`src/rtl/erase_seq_pkg.sv`:
```
package erase_seq_pkg;

  localparam logic [11:0] CMD_ADDR_HI = 12'h555;
  localparam logic [11:0] CMD_ADDR_LO = 12'h2AA;
  localparam logic [7:0]  CODE_KEY_A  = 8'hAA;
  localparam logic [7:0]  CODE_KEY_B  = 8'h55;
  localparam logic [7:0]  CODE_ARM    = 8'h80;
  localparam logic [7:0]  CODE_CHIP   = 8'h10;
  localparam logic [7:0]  CODE_SECTOR = 8'h30;
  localparam logic [7:0]  CODE_PAUSE  = 8'hB0;

  localparam int unsigned LAST_STEP = 5;

  typedef enum logic {
    MODE_READ   = 1'b0,
    MODE_WINDOW = 1'b1
  } dec_mode_t;

  // Expected {address, data} for command step 0..4 of the erase preamble.
  function automatic logic [19:0] step_code(input logic [2:0] step);
    case (step)
      3'd0:    step_code = {CMD_ADDR_HI, CODE_KEY_A};
      3'd1:    step_code = {CMD_ADDR_LO, CODE_KEY_B};
      3'd2:    step_code = {CMD_ADDR_HI, CODE_ARM};
      3'd3:    step_code = {CMD_ADDR_HI, CODE_KEY_A};
      3'd4:    step_code = {CMD_ADDR_LO, CODE_KEY_B};
      default: step_code = 20'h0;
    endcase
  endfunction

  // Window count value loaded on each accepted sector write.
  function automatic int unsigned window_reload(input int unsigned cycles);
    window_reload = cycles - 1;
  endfunction

endpackage

```
`src/rtl/erase_cycle_matcher.sv`:
```
module erase_cycle_matcher
  import erase_seq_pkg::*;
#(
  parameter int ADDR_W = 16,
  parameter int SECT_W = 3
) (
  input  logic              clk,
  input  logic              rst_n,
  input  logic              hold,
  input  logic              wr_en,
  input  logic [ADDR_W-1:0] wr_addr,
  input  logic [7:0]        wr_data,
  output logic              chip_hit,
  output logic              sect_hit,
  output logic [SECT_W-1:0] sect_idx
);

  logic [2:0]  step_q;
  logic [19:0] want;
  logic        pre_ok;
  logic        at_last;
  logic        addr_hi_ok;

  always_comb begin
    want       = step_code(step_q);
    pre_ok     = (wr_addr == ADDR_W'(want[19:8])) && (wr_data == want[7:0]);
    at_last    = (step_q == 3'(LAST_STEP));
    addr_hi_ok = (wr_addr == ADDR_W'(CMD_ADDR_HI));
    chip_hit   = wr_en && !hold && at_last && addr_hi_ok && (wr_data == CODE_CHIP);
    sect_hit   = wr_en && !hold && at_last && (wr_data == CODE_SECTOR);
    sect_idx   = wr_addr[ADDR_W-1 -: SECT_W];
  end

  always_ff @(posedge clk) begin
    if (!rst_n) begin
      step_q <= 3'd0;
    end else if (hold) begin
      step_q <= 3'd0;
    end else if (wr_en) begin
      if (!at_last && pre_ok) step_q <= step_q + 3'd1;
      else                    step_q <= 3'd0;
    end
  end

endmodule

```
`src/rtl/erase_sector_queue.sv`:
```
module erase_sector_queue #(
  parameter int NUM_SECT = 8,
  parameter int SECT_W   = 3
) (
  input  logic                clk,
  input  logic                rst_n,
  input  logic                set_en,
  input  logic [SECT_W-1:0]   set_idx,
  input  logic                clear,
  output logic [NUM_SECT-1:0] bits
);

  for (genvar g = 0; g < NUM_SECT; g++) begin : g_slot
    always_ff @(posedge clk) begin
      if (!rst_n)                                      bits[g] <= 1'b0;
      else if (clear)                                  bits[g] <= 1'b0;
      else if (set_en && (set_idx == SECT_W'(g)))      bits[g] <= 1'b1;
    end
  end

endmodule

```
`src/rtl/erase_window_timer.sv`:
```
module erase_window_timer
  import erase_seq_pkg::*;
#(
  parameter int WINDOW_CYC = 2500,
  localparam int CNT_W = (WINDOW_CYC > 1) ? $clog2(WINDOW_CYC) : 1
) (
  input  logic             clk,
  input  logic             rst_n,
  input  logic             load,
  input  logic             stop,
  output logic             expire,
  output logic [CNT_W-1:0] count
);

  logic running_q;

  assign expire = running_q && (count == '0);

  always_ff @(posedge clk) begin
    if (!rst_n) begin
      running_q <= 1'b0;
      count     <= '0;
    end else if (stop) begin
      running_q <= 1'b0;
      count     <= '0;
    end else if (load) begin
      running_q <= 1'b1;
      count     <= CNT_W'(window_reload(WINDOW_CYC));
    end else if (expire) begin
      running_q <= 1'b0;
    end else if (running_q) begin
      count     <= count - 1'b1;
    end
  end

endmodule

```
`src/rtl/erase_seq_decoder.sv`:
```
module erase_seq_decoder
  import erase_seq_pkg::*;
#(
  parameter int ADDR_W     = 16,
  parameter int SECT_W     = 3,
  parameter int WINDOW_CYC = 2500,
  localparam int NUM_SECT  = 1 << SECT_W,
  localparam int CNT_W     = (WINDOW_CYC > 1) ? $clog2(WINDOW_CYC) : 1
) (
  input  logic                clk,
  input  logic                rst_n,
  input  logic                wr_en,
  input  logic [ADDR_W-1:0]   wr_addr,
  input  logic [7:0]          wr_data,
  output logic                erase_start,
  output logic [NUM_SECT-1:0] erase_mask,
  output logic                timer_expired,
  output logic                read_mode
);

  dec_mode_t           mode_q;
  logic                in_window;
  logic                chip_hit;
  logic                sect_hit;
  logic [SECT_W-1:0]   sect_idx;
  logic                win_add;
  logic                win_abort;
  logic                win_expire;
  logic [NUM_SECT-1:0] queue_bits;
  logic [CNT_W-1:0]    tmr_count;

  assign in_window = (mode_q == MODE_WINDOW);

  // Window write classification; an expiring window takes no more writes.
  assign win_add   = in_window && wr_en && !win_expire && (wr_data == CODE_SECTOR);
  assign win_abort = in_window && wr_en && !win_expire &&
                     (wr_data != CODE_SECTOR) && (wr_data != CODE_PAUSE);

  erase_cycle_matcher #(
    .ADDR_W (ADDR_W),
    .SECT_W (SECT_W)
  ) matcher_i (
    .clk      (clk),
    .rst_n    (rst_n),
    .hold     (in_window),
    .wr_en    (wr_en),
    .wr_addr  (wr_addr),
    .wr_data  (wr_data),
    .chip_hit (chip_hit),
    .sect_hit (sect_hit),
    .sect_idx (sect_idx)
  );

  erase_sector_queue #(
    .NUM_SECT (NUM_SECT),
    .SECT_W   (SECT_W)
  ) queue_i (
    .clk     (clk),
    .rst_n   (rst_n),
    .set_en  (sect_hit || win_add),
    .set_idx (sect_idx),
    .clear   (win_abort || win_expire),
    .bits    (queue_bits)
  );

  erase_window_timer #(
    .WINDOW_CYC (WINDOW_CYC)
  ) timer_i (
    .clk    (clk),
    .rst_n  (rst_n),
    .load   (sect_hit || win_add),
    .stop   (win_abort),
    .expire (win_expire),
    .count  (tmr_count)
  );

  always_ff @(posedge clk) begin
    if (!rst_n) begin
      mode_q        <= MODE_READ;
      erase_start   <= 1'b0;
      erase_mask    <= '0;
      timer_expired <= 1'b0;
    end else begin
      erase_start <= chip_hit || win_expire;
      if (chip_hit)        erase_mask <= '1;
      else if (win_expire) erase_mask <= queue_bits;

      if (chip_hit || win_expire) timer_expired <= 1'b1;
      else if (sect_hit)          timer_expired <= 1'b0;

      if (sect_hit)                     mode_q <= MODE_WINDOW;
      else if (win_abort || win_expire) mode_q <= MODE_READ;
    end
  end

  assign read_mode = !in_window;

endmodule

```
`config.mk`:
```
export PLATFORM = sky130hd
export DESIGN_NAME = erase_seq_decoder
export DESIGN_NICKNAME = d
export VERILOG_FILES = /design/src/rtl/erase_seq_pkg.sv /design/src/rtl/erase_cycle_matcher.sv /design/src/rtl/erase_sector_queue.sv /design/src/rtl/erase_window_timer.sv /design/src/rtl/erase_seq_decoder.sv
export SDC_FILE = /design/constraint.sdc
export NUM_CORES = 1
export LEC_CHECK = 0
export CAP_MARGIN = 10
export CORE_ASPECT_RATIO = 1.2
export CORE_MARGIN = 2
export CORE_UTILIZATION = 50
export DETAILED_ROUTE_END_ITERATION = 12
export GPL_TIMING_DRIVEN = 0
export PLACE_DENSITY = 0.75
export SYNTH_ARGS = -nofsm -noshare
export SYNTH_HDL_FRONTEND = slang
export SYNTH_HIERARCHICAL = 1
export SYNTH_SLANG_ARGS = --single-unit
export TNS_END_PERCENT = 5
```
`constraint.sdc`:
```
create_clock -name clk -period 3.9 [get_ports clk]
set_input_delay 0.585 -clock clk [delete_from_list [all_inputs] [get_ports clk]]
set_output_delay 0.585 -clock clk [all_outputs]
set_load 0.05 [all_outputs]
```
==> flow_summary.yaml, run 1 <==
critical_path:
  cp_slowest_stage_delay_ns: 0.73
  cpMostUsedCell: "nand2b_1"
  critical-path-slowest-cell: "or4b_2"
  startpoint: "timer_i/count[4]"
  critPathCaptureType: "flop"
  start_kind: "flop"
  critPathKind: "reg2reg"
  path_max_fanout: 9
  worstPathArrival_ns: 3.00
  r2r-start: "timer_i/count[4]"
  required_ns: 4.11
  path_cells: "or4b_2 -> nor4_1 -> and2b_2 -> and3_1 -> nand2b_1 -> clkbuf_1 -> nand2b_1 -> a21oi_1"
routing:
  via_per_inst: 5.56
  drt-total-wl_um: 4540
  drc_errors: 0
  vias: 1747
  ant_nets: 0
  wire_per_inst_um: 14.5
  first_pass_iters: 4
  dr.first_iter.drc_count: 74
power_and_ir_drop:
  comb_power_share_pct: 6.9
  p_int_mw: 0.645
  power_leakage_nw: 0.957
  ir_drop_v: 0.000232
  cellPowerDensity_nw_per_um2: 305
  swShare_pct: 18.8
  power_frac_seq_pct: 45.0
  pwr-share-clk_pct: 48.1
  p_switching_mw: 0.149
cts:
  clk_pin_slew_ns: 0.07
  cts_tree: "built"
  htree_levels: 2
  cts_buffers: 5
  cts-root-buf: "clkbuf_8"
  ctsLongestPathBuffers: 2
  cts_resized: 0
  cts.sinks: 35
  hold_buffers: 0
  clock_latency_ns: 0.28
  postCtsSetupBuffers: 0
logic_synthesis:
  ys_ff_latch: 35
  synthCells: 214
  synth.area.top_cells: "dfxtp_1 35%, mux2_4 5.9%, ha_1 4.9%, a21oi_1 3.7%, o21a_1 3.7%"
  netlist.area_leader.share_pct: 34.6
  synth_nets: 249
  muxShareOfSynthArea_pct: 8.03
  yosysSeqAreaShare_pct: 34.6
  synth_cell_types: 52
  syn-mean-instance-area_sq_um: 9.46
  synth_area_sq_um: 2020
  ys_warn_count: 6
  yosys.area_share.simple_pct: 27.0
  synth_compound_area_share_pct: 18.5
  yosys.area_share.adder_pct: 4.94
  yosysTopAreaCell: "dfxtp_1"
  synth-xor-area-share_pct: 0.433
  synth_top_family_by_area: "simple AND/OR/NAND/NOR gates"
floorplan:
  die-area_sq_um: 4580
  ios: 38
  initial_core_util_pct: 51.8
  rows: 25
  die_width_um: 62.1
  core_area_sq_um: 3910
  die_y_um: 73.7
grt:
  grt_max_degree: 12
  grt_pass1_vias: 1645
  grt_pass1_wl_um: 7150
  antenna_found_initial: 0
  gr-usage-all-layers_pct: 21.1
  overflow: 0
timing:
  setup_viol: 0
  grt_setup_unrepaired: "no"
  finalHoldViolations: 0
  fin_crit_sh_pct: 71.4
  finalCriticalPeriod_ns: 2.78
  slew_viol_final: 0
  max_freq_mhz: 359
  slew_headroom_pct: 62.1
  tightestPinTransition_ns: 0.567
  skew_ns: 0.00523
  tns_ns: 0
final_layout:
  synthToLayoutAreaGrowth_pct: 28.4
  fin_nets: 294
  final_core_util_pct: 66.5
  layout_common_cells: "37 x clkdlybuf4s50_1, 35 x dfxtp_1, 18 x inv_1, 15 x a21oi_1, 11 x nor2_1"
  drive_gt1_share_pct: 18.5
  antennaDiodeCount: 0
  mostFrequentLayoutCell: "clkdlybuf4s50_1"
place:
  port_buffers: 37
  dp_hpwl_um: 3270
  gp_congestion: 0.802
run:
  drv_cap: 0
status:
  outcome: "finished, final reports clean"
min_path:
  hold_start: "queue_i/bits[4]"
  worstHoldPathType: "reg2reg"
==> per-layer routing <==
layer / track usage, % / vias to the layer above / share of wire [%]
met5: 0 / - / 0
met4: 6.38 / 0 / 0.57
met3: 4.93 / 2 / 4.2
met2: 36.7 / 34 / 50
met1: 24.9 / 818 / 45
li1: - / 893 / -
==> registers in the layout, summed over array words and instances, names as in the netlist <==
register           flops
timer_i/running_q      1
erase_start            1
erase_mask             8
timer_i/count         12
timer_expired          1
matcher_i/step_q       3
in_window              1
queue_i/bits           8
==> path summary, 6_finish.rpt <==
path              slack, ns  depth (start not counted)          endpoint
setup reg to reg       1.12                          8  timer_i/count[5]
hold reg to reg        0.45                          2   queue_i/bits[4]
hold / removal         0.45                          2   queue_i/bits[4]
setup / recovery       1.12                          8  timer_i/count[5]
==> area by class of cell <==
class | instances | area, sq um
Inverter | 18 | 67.6
Buffer | 9 | 62.6
Clock buffer | 6 | 72.6
Timing Repair Buffer | 38 | 375
Sequential cell | 35 | 701
Clock inverter | 2 | 60.1
Tap cell | 54 | 67.6
Multi-Input combinational cell | 152 | 1190
Fill cell | 339 | 1310
==> synth_stat cells (all sizes together) <==
cell,number
a311oi,1
o221ai,1
or3,6
a21oi,15
nor4b,1
nor4,7
dfxtp,35
a31o,2
or3b,1
nand4b,3
a31oi,4
and4bb,1
nor3b,2
nor2b,1
clkbuf,2
nand4bb,3
o21a,10
o41ai,2
and4,2
o31a,1
nand2,8
nand3b,2
nand4,3
mux2,10
and2b,1
nand3,4
buf,7
xnor2,1
nand2b,5
and3,1
or4b,2
nor2,11
or4,10
nor3,5
mux2i,2
o21bai,1
a41oi,1
and2,1
inv,18
ha,8
o21ai,6
o31ai,7
==> worst max-delay path: cells and delay by family, from the launching register on <==
kind / cells / cell delay [ns]
buffers and inverters: 1 / 0.21
DFF: 1 / 0.34
and+or+nand+nor: 6 / 2.00
AOI/OAI and AO/OA: 1 / 0.16
==> power by group through the flow <==
stage / sequential (mW) / combinational (mW) / clock [mW]
after CTS: 0.357 / 0.0546 / 0.390
after detailed placement: 0.365 / 0.0540 / 0
after floorplan: 0.365 / 0.0176 / 0
final: 0.357 / 0.0549 / 0.382
after global routing: 0.357 / 0.0592 / 0.402
after global placement: 0.365 / 0.0539 / 0
==> per-stage QoR <==
stage	hold WS (ns)	worst slack [ns]	power, mW	instances	cell area [sq um]
global placement	0.434	0.676	0.419	305	2460
detailed placement	0.445	0.682	0.419	305	2460
CTS	0.456	0.865	0.802	313	2590
floorplan	0.425	1.37	0.383	214	2020
global route	0.471	0.856	0.818	314	2600
finish	0.452	1.12	0.794	314	2600
==> cell families (layout without fill, tap and decap cells) <==
group,after synthesis,in the layout
muxes,12,12
adders and majority gates,8,8
xor gates and xnor gates,1,1
and+or+nand+nor,80,80
DFF,35,35
AOI/OAI and AO/OA,51,51
buffers and inverters,27,73
(Power assumes the default switching activity.)
==> inputs of run 2 (changes only) <==
==> constraint.sdc (replaced) <==
create_clock -name clk -period 2.6 [get_ports clk]
set_input_delay 0.39 -clock clk [delete_from_list [all_inputs] [get_ports clk]]
set_output_delay 0.39 -clock clk [all_outputs]
set_load 0.05 [all_outputs]
==> run 2 against run 1 <==
- fmax rose by 12%
- global-route usage rose by 0.18 points
- sequential share of layout area fell by 0.28 points
- register-to-register slack got worse by 1.0 ns
- worst hold slack barely moved
- total power rose by 50%
- final area rose by 1.1%
- clock power rose by 50%
- clock-buffer cell count did not move
- die area did not move
==> flow_summary.yaml, run 2 (synthesis gave the netlist of run 1 again) <==
timing:
  skew_ns: 0.00590
  grt_setup_unrepaired: "no"
  worst_hold_slack_ns: 0.453
  fin_ws_ns: 0.120
  slew_headroom_pct: 62.8
  max_freq_mhz: 403
  tns_ns: 0
  setup_viol: 0
  finalHoldViolations: 0
  tightestPinTransition_ns: 0.556
  fin_crit_sh_pct: 95.4
  finalCriticalPeriod_ns: 2.48
  slew_viol_final: 0
critical_path:
  required_ns: 2.81
  start_kind: "flop"
  critPathCaptureType: "flop"
  critPathKind: "reg2reg"
  worstPathArrival_ns: 2.69
  r2r_setup_slack_ns: 0.12
  path_max_fanout: 9
cts:
  cts.sinks: 35
  cts-root-buf: "clkbuf_8"
  htree_levels: 2
  cts_resized: 5
  clock_latency_ns: 0.28
  cts_tree: "built"
  clk_pin_slew_ns: 0.07
  postCtsSetupBuffers: 0
  cts_buffers: 5
  ctsLongestPathBuffers: 2
  hold_buffers: 0
place:
  port_buffers: 37
  preCtsSetupSlack_ns: -0.423
  dp_hpwl_um: 3270
  gp_congestion: 0.802
power_and_ir_drop:
  pwr-share-clk_pct: 48.1
  p_int_mw: 0.967
  power_frac_seq_pct: 45.0
  power_leakage_nw: 0.961
  p_switching_mw: 0.224
  comb_power_share_pct: 7.0
  cellPowerDensity_nw_per_um2: 453
  ir_drop_v: 0.000351
  total_power_mw: 1.19
  swShare_pct: 18.8
floorplan:
  die_width_um: 62.1
  die-area_sq_um: 4580
  die_y_um: 73.7
  rows: 25
  initial_core_util_pct: 51.8
  core_area_sq_um: 3910
  ios: 38
run:
  drv_cap: 0
final_layout:
  drive_gt1_share_pct: 20.2
  fin_nets: 292
  largest_register_ffs: 12
  largest-register: "timer_i/count"
  final_core_util_pct: 67.2
  largestRegisters: "timer_i/count (12), erase_mask (8), queue_i/bits (8)"
  mostFrequentLayoutCell: "clkdlybuf4s50_1"
  antennaDiodeCount: 0
  synthToLayoutAreaGrowth_pct: 29.8
  fill_cells: 339
  layout_common_cells: "37 x clkdlybuf4s50_1, 35 x dfxtp_1, 17 x inv_1, 15 x a21oi_1, 11 x nor2_1"
routing:
  ant_nets: 0
  first_pass_iters: 4
  drc_errors: 0
  vias: 1736
  dr.first_iter.drc_count: 60
  drt-total-wl_um: 4590
  via_per_inst: 5.56
  wire_per_inst_um: 14.7
grt:
  grt_pass1_vias: 1648
  grt_pass1_wl_um: 7210
  antenna_found_initial: 0
  grt_max_degree: 12
  gr-usage-all-layers_pct: 21.2
  overflow: 0
min_path:
  worstHoldPathType: "reg2reg"
status:
  outcome: "finished, final reports clean"
## run 2: critical path, cell delays in order (launching register included)
cell and delay, ns:
dfxtp_1 0.35, or4b_2 0.76, nor4_4 0.29, and2b_2 0.27, and3_1 0.16, nand2b_2 0.26
nand2b_4 0.21, a21oi_1 0.12
## run 2: final cells by class
| class | count | area (sq um) | area share [%] |
|---|---|---|---|
| Multi-Input combinational cell | 152 | 1230 | 46.8 |
| Inverter | 18 | 67.6 | 2.57 |
| Tap cell | 54 | 67.6 | 2.57 |
| Sequential cell | 35 | 701 | 26.7 |
| Timing Repair Buffer | 37 | 370 | 14.1 |
| Buffer | 8 | 58.8 | 2.24 |
| Clock inverter | 2 | 60.1 | 2.29 |
| Clock buffer | 6 | 72.6 | 2.76 |
## run 2: power by group through the flow
| stage | registers, mW | logic, mW | clock network [mW] |
|---|---|---|---|
| 3_5_place_dp | 0.548 | 0.0811 | 0 |
| 2_1_floorplan | 0.548 | 0.0264 | 0 |
| 6_report | 0.536 | 0.0830 | 0.572 |
| 3_3_place_gp | 0.548 | 0.0808 | 0 |
| 5_1_grt | 0.535 | 0.0895 | 0.603 |
| 4_1_cts | 0.536 | 0.0817 | 0.585 |
## run 2: metrics by stage
stage | std cells | cell area (sq um)
finish | 312 | 2630
CTS | 312 | 2610
floorplan | 214 | 2020
detailed placement | 305 | 2460
global route | 312 | 2630
global placement | 305 | 2460
## run 2: final timing paths
path	to	depth (start not counted)	start
setup / recovery	timer_i/count[5]	7	timer_i/count[4]
hold / removal	queue_i/bits[4]	2	queue_i/bits[4]
setup reg to reg	timer_i/count[5]	7	timer_i/count[4]
hold reg to reg	queue_i/bits[4]	2	queue_i/bits[4]
## run 2: routing by layer
layer / GRT usage [%] / vias up / share of wire (%)
met3: 4.93 / 4 / 4.1
met2: 36.7 / 30 / 50
met5: 0 / - / 0
li1: - / 885 / -
met4: 6.38 / 0 / 0.72
met1: 25.4 / 817 / 46
==> inputs of run 3 (changes only) <==
--- a/config.mk
+++ b/config.mk
@@ -12,6 +12,7 @@
 export DETAILED_ROUTE_END_ITERATION = 12
 export GPL_TIMING_DRIVEN = 0
 export PLACE_DENSITY = 0.75
+export SKIP_CTS_REPAIR_TIMING = 1
 export SYNTH_ARGS = -nofsm -noshare
 export SYNTH_HDL_FRONTEND = slang
 export SYNTH_HIERARCHICAL = 1
==> run 3 against run 2 <==
- core utilization hardly changed
- worst hold slack lost 0.0012 ns
- final area is essentially flat
- fmax up 0.96%
- register-to-register slack gained 0.02 ns
- cell count up 0.32%
- sequential power is essentially flat
- largest power group unchanged
- critical path type unchanged
- clock skew fell by 0.00065 ns
- clock power about the same
- non-clock buffer count increased by 1
==> flow_summary.yaml, run 3 (synthesis gave the netlist of run 1 again) <==
cts:
  clk_pin_slew_ns: 0.07
  cts.sinks: 35
  ctsLongestPathBuffers: 2
  htree_levels: 2
  cts_tree: "built"
  cts_buffers: 5
  cts-root-buf: "clkbuf_8"
  clock_latency_ns: 0.28
final_layout:
  largest_register_ffs: 12
  finalInstanceArea_sq_um: 2630
  layout_common_cells: "37 x clkdlybuf4s50_1, 35 x dfxtp_1, 18 x inv_1, 15 x a21oi_1, 11 x nor2_1"
  synthToLayoutAreaGrowth_pct: 29.9
  antennaDiodeCount: 0
  drive_gt1_share_pct: 20.1
  instances_no_fill: 313
  largestRegisters: "timer_i/count (12), erase_mask (8), queue_i/bits (8)"
  largest-register: "timer_i/count"
  mostFrequentLayoutCell: "clkdlybuf4s50_1"
  fin_nets: 293
routing:
  first_pass_iters: 4
  wl_met2_um: 2300
  dr.first_iter.drc_count: 69
  vias: 1753
  drc_errors: 0
  wl_met3_um: 193
  wire_per_inst_um: 14.8
  routed.top_layer: "met4"
  drt-total-wl_um: 4620
  ant_nets: 0
  via_per_inst: 5.60
  wl_met1_um: 2080
place:
  dp_hpwl_um: 3270
  dp_cells: 305
  dpl_cell_area_sq_um: 2460
  port_buffers: 37
  gp_congestion: 0.802
power_and_ir_drop:
  total_power_mw: 1.19
  power_leakage_nw: 0.962
  cellPowerDensity_nw_per_um2: 453
  ir_drop_v: 0.000346
timing:
  tightestPinTransition_ns: 0.562
  skew_ns: 0.00525
  fin_crit_sh_pct: 94.5
  setup_viol: 0
  max_freq_mhz: 407
  grt_setup_unrepaired: "no"
  slew_viol_final: 0
  finalHoldViolations: 0
  worst_hold_slack_ns: 0.452
  finalCriticalPeriod_ns: 2.46
  slew_headroom_pct: 62.4
grt:
  antenna_found_initial: 0
  grt_pass1_wl_um: 7150
  gr-usage-all-layers_pct: 21.1
  grt_max_degree: 12
  grt_pass1_vias: 1645
  overflow: 0
floorplan:
  die_y_um: 73.7
  die_width_um: 62.1
  rows: 25
  initial_core_util_pct: 51.8
  die-area_sq_um: 4580
  ios: 38
  core_area_sq_um: 3910
critical_path:
  worstPathArrival_ns: 2.67
  critPathCaptureType: "flop"
  required_ns: 2.81
  critPathKind: "reg2reg"
  rr_endpoint: "timer_i/count[5]"
  rr_worst_depth: 7
  path_max_fanout: 9
  start_kind: "flop"
  r2r-start: "timer_i/count[4]"
  r2r_setup_slack_ns: 0.14
min_path:
  holdPathEnd: "queue_i/bits[4]"
  hold_start: "queue_i/bits[4]"
  hold_path_depth: 2
  worstHoldPathType: "reg2reg"
run:
  drv_cap: 0
status:
  outcome: "finished, final reports clean"
## run 3: cell count changes in the layout (fill, tap and decap cells not counted), sizes merged
cell	previous run	this run
clkbuf	7	8
## run 3: worst max-delay path: stages (launching register included)
cell and delay [ns]:
dfxtp_1 0.34, or4b_2 0.76, nor4_4 0.29, and2b_2 0.26
and3_1 0.15, nand2b_2 0.25, nand2b_4 0.21, a21oi_1 0.13
## run 3: per-layer routing
metal,vias to the layer above,GRT usage (%)
met2,33,36.7
met3,5,4.93
met4,0,6.38
li1,890,-
met5,-,0
met1,825,24.9
## run 3: cell type report
cell class,instances,area (sq um)
fillers,337,1280
repair buffers,38,378
flip-flops and latches,35,701
clock buffers,6,72.6
well taps,54,67.6
plain buffers,8,58.8
clock inverters,2,60.1
multi-input cells,152,1220
inverters,18,67.6
## run 3: worst max-delay path by stage
stage	from	to	slack, ns	depth (start not counted)
after global routing	timer_i/count[0]	queue_i/bits[0]	0.01	10
after detailed placement	wr_data[2]	timer_i/count[10]	-0.42	7
after global placement	wr_data[4]	timer_i/count[10]	-0.43	7
final	timer_i/count[4]	timer_i/count[5]	0.14	7
after CTS	timer_i/count[4]	timer_i/count[5]	-0.44	8
after floorplan	timer_i/count[4]	timer_i/count[2]	0.07	8
## run 3: stage by stage
stage               setup TNS (ns)  setup WS (ns)  util, %
finish                           0          0.143     67.2
floorplan                        0         0.0703        -
detailed placement           -4.58         -0.423     63.0
global placement             -4.60         -0.429     63.0
global route                     0         0.0104     67.2
CTS                          -4.55         -0.435     66.4
## run 3: where the power goes
group	total, mW	internal (mW)	switching [mW]	leakage (nW)
Clock	0.571	0.383	0.188	0.0654
Combinational	0.0829	0.0485	0.0345	0.615
Sequential	0.536	0.536	0.00000000135	0.282
Total	1.19	0.967	0.223	0.962
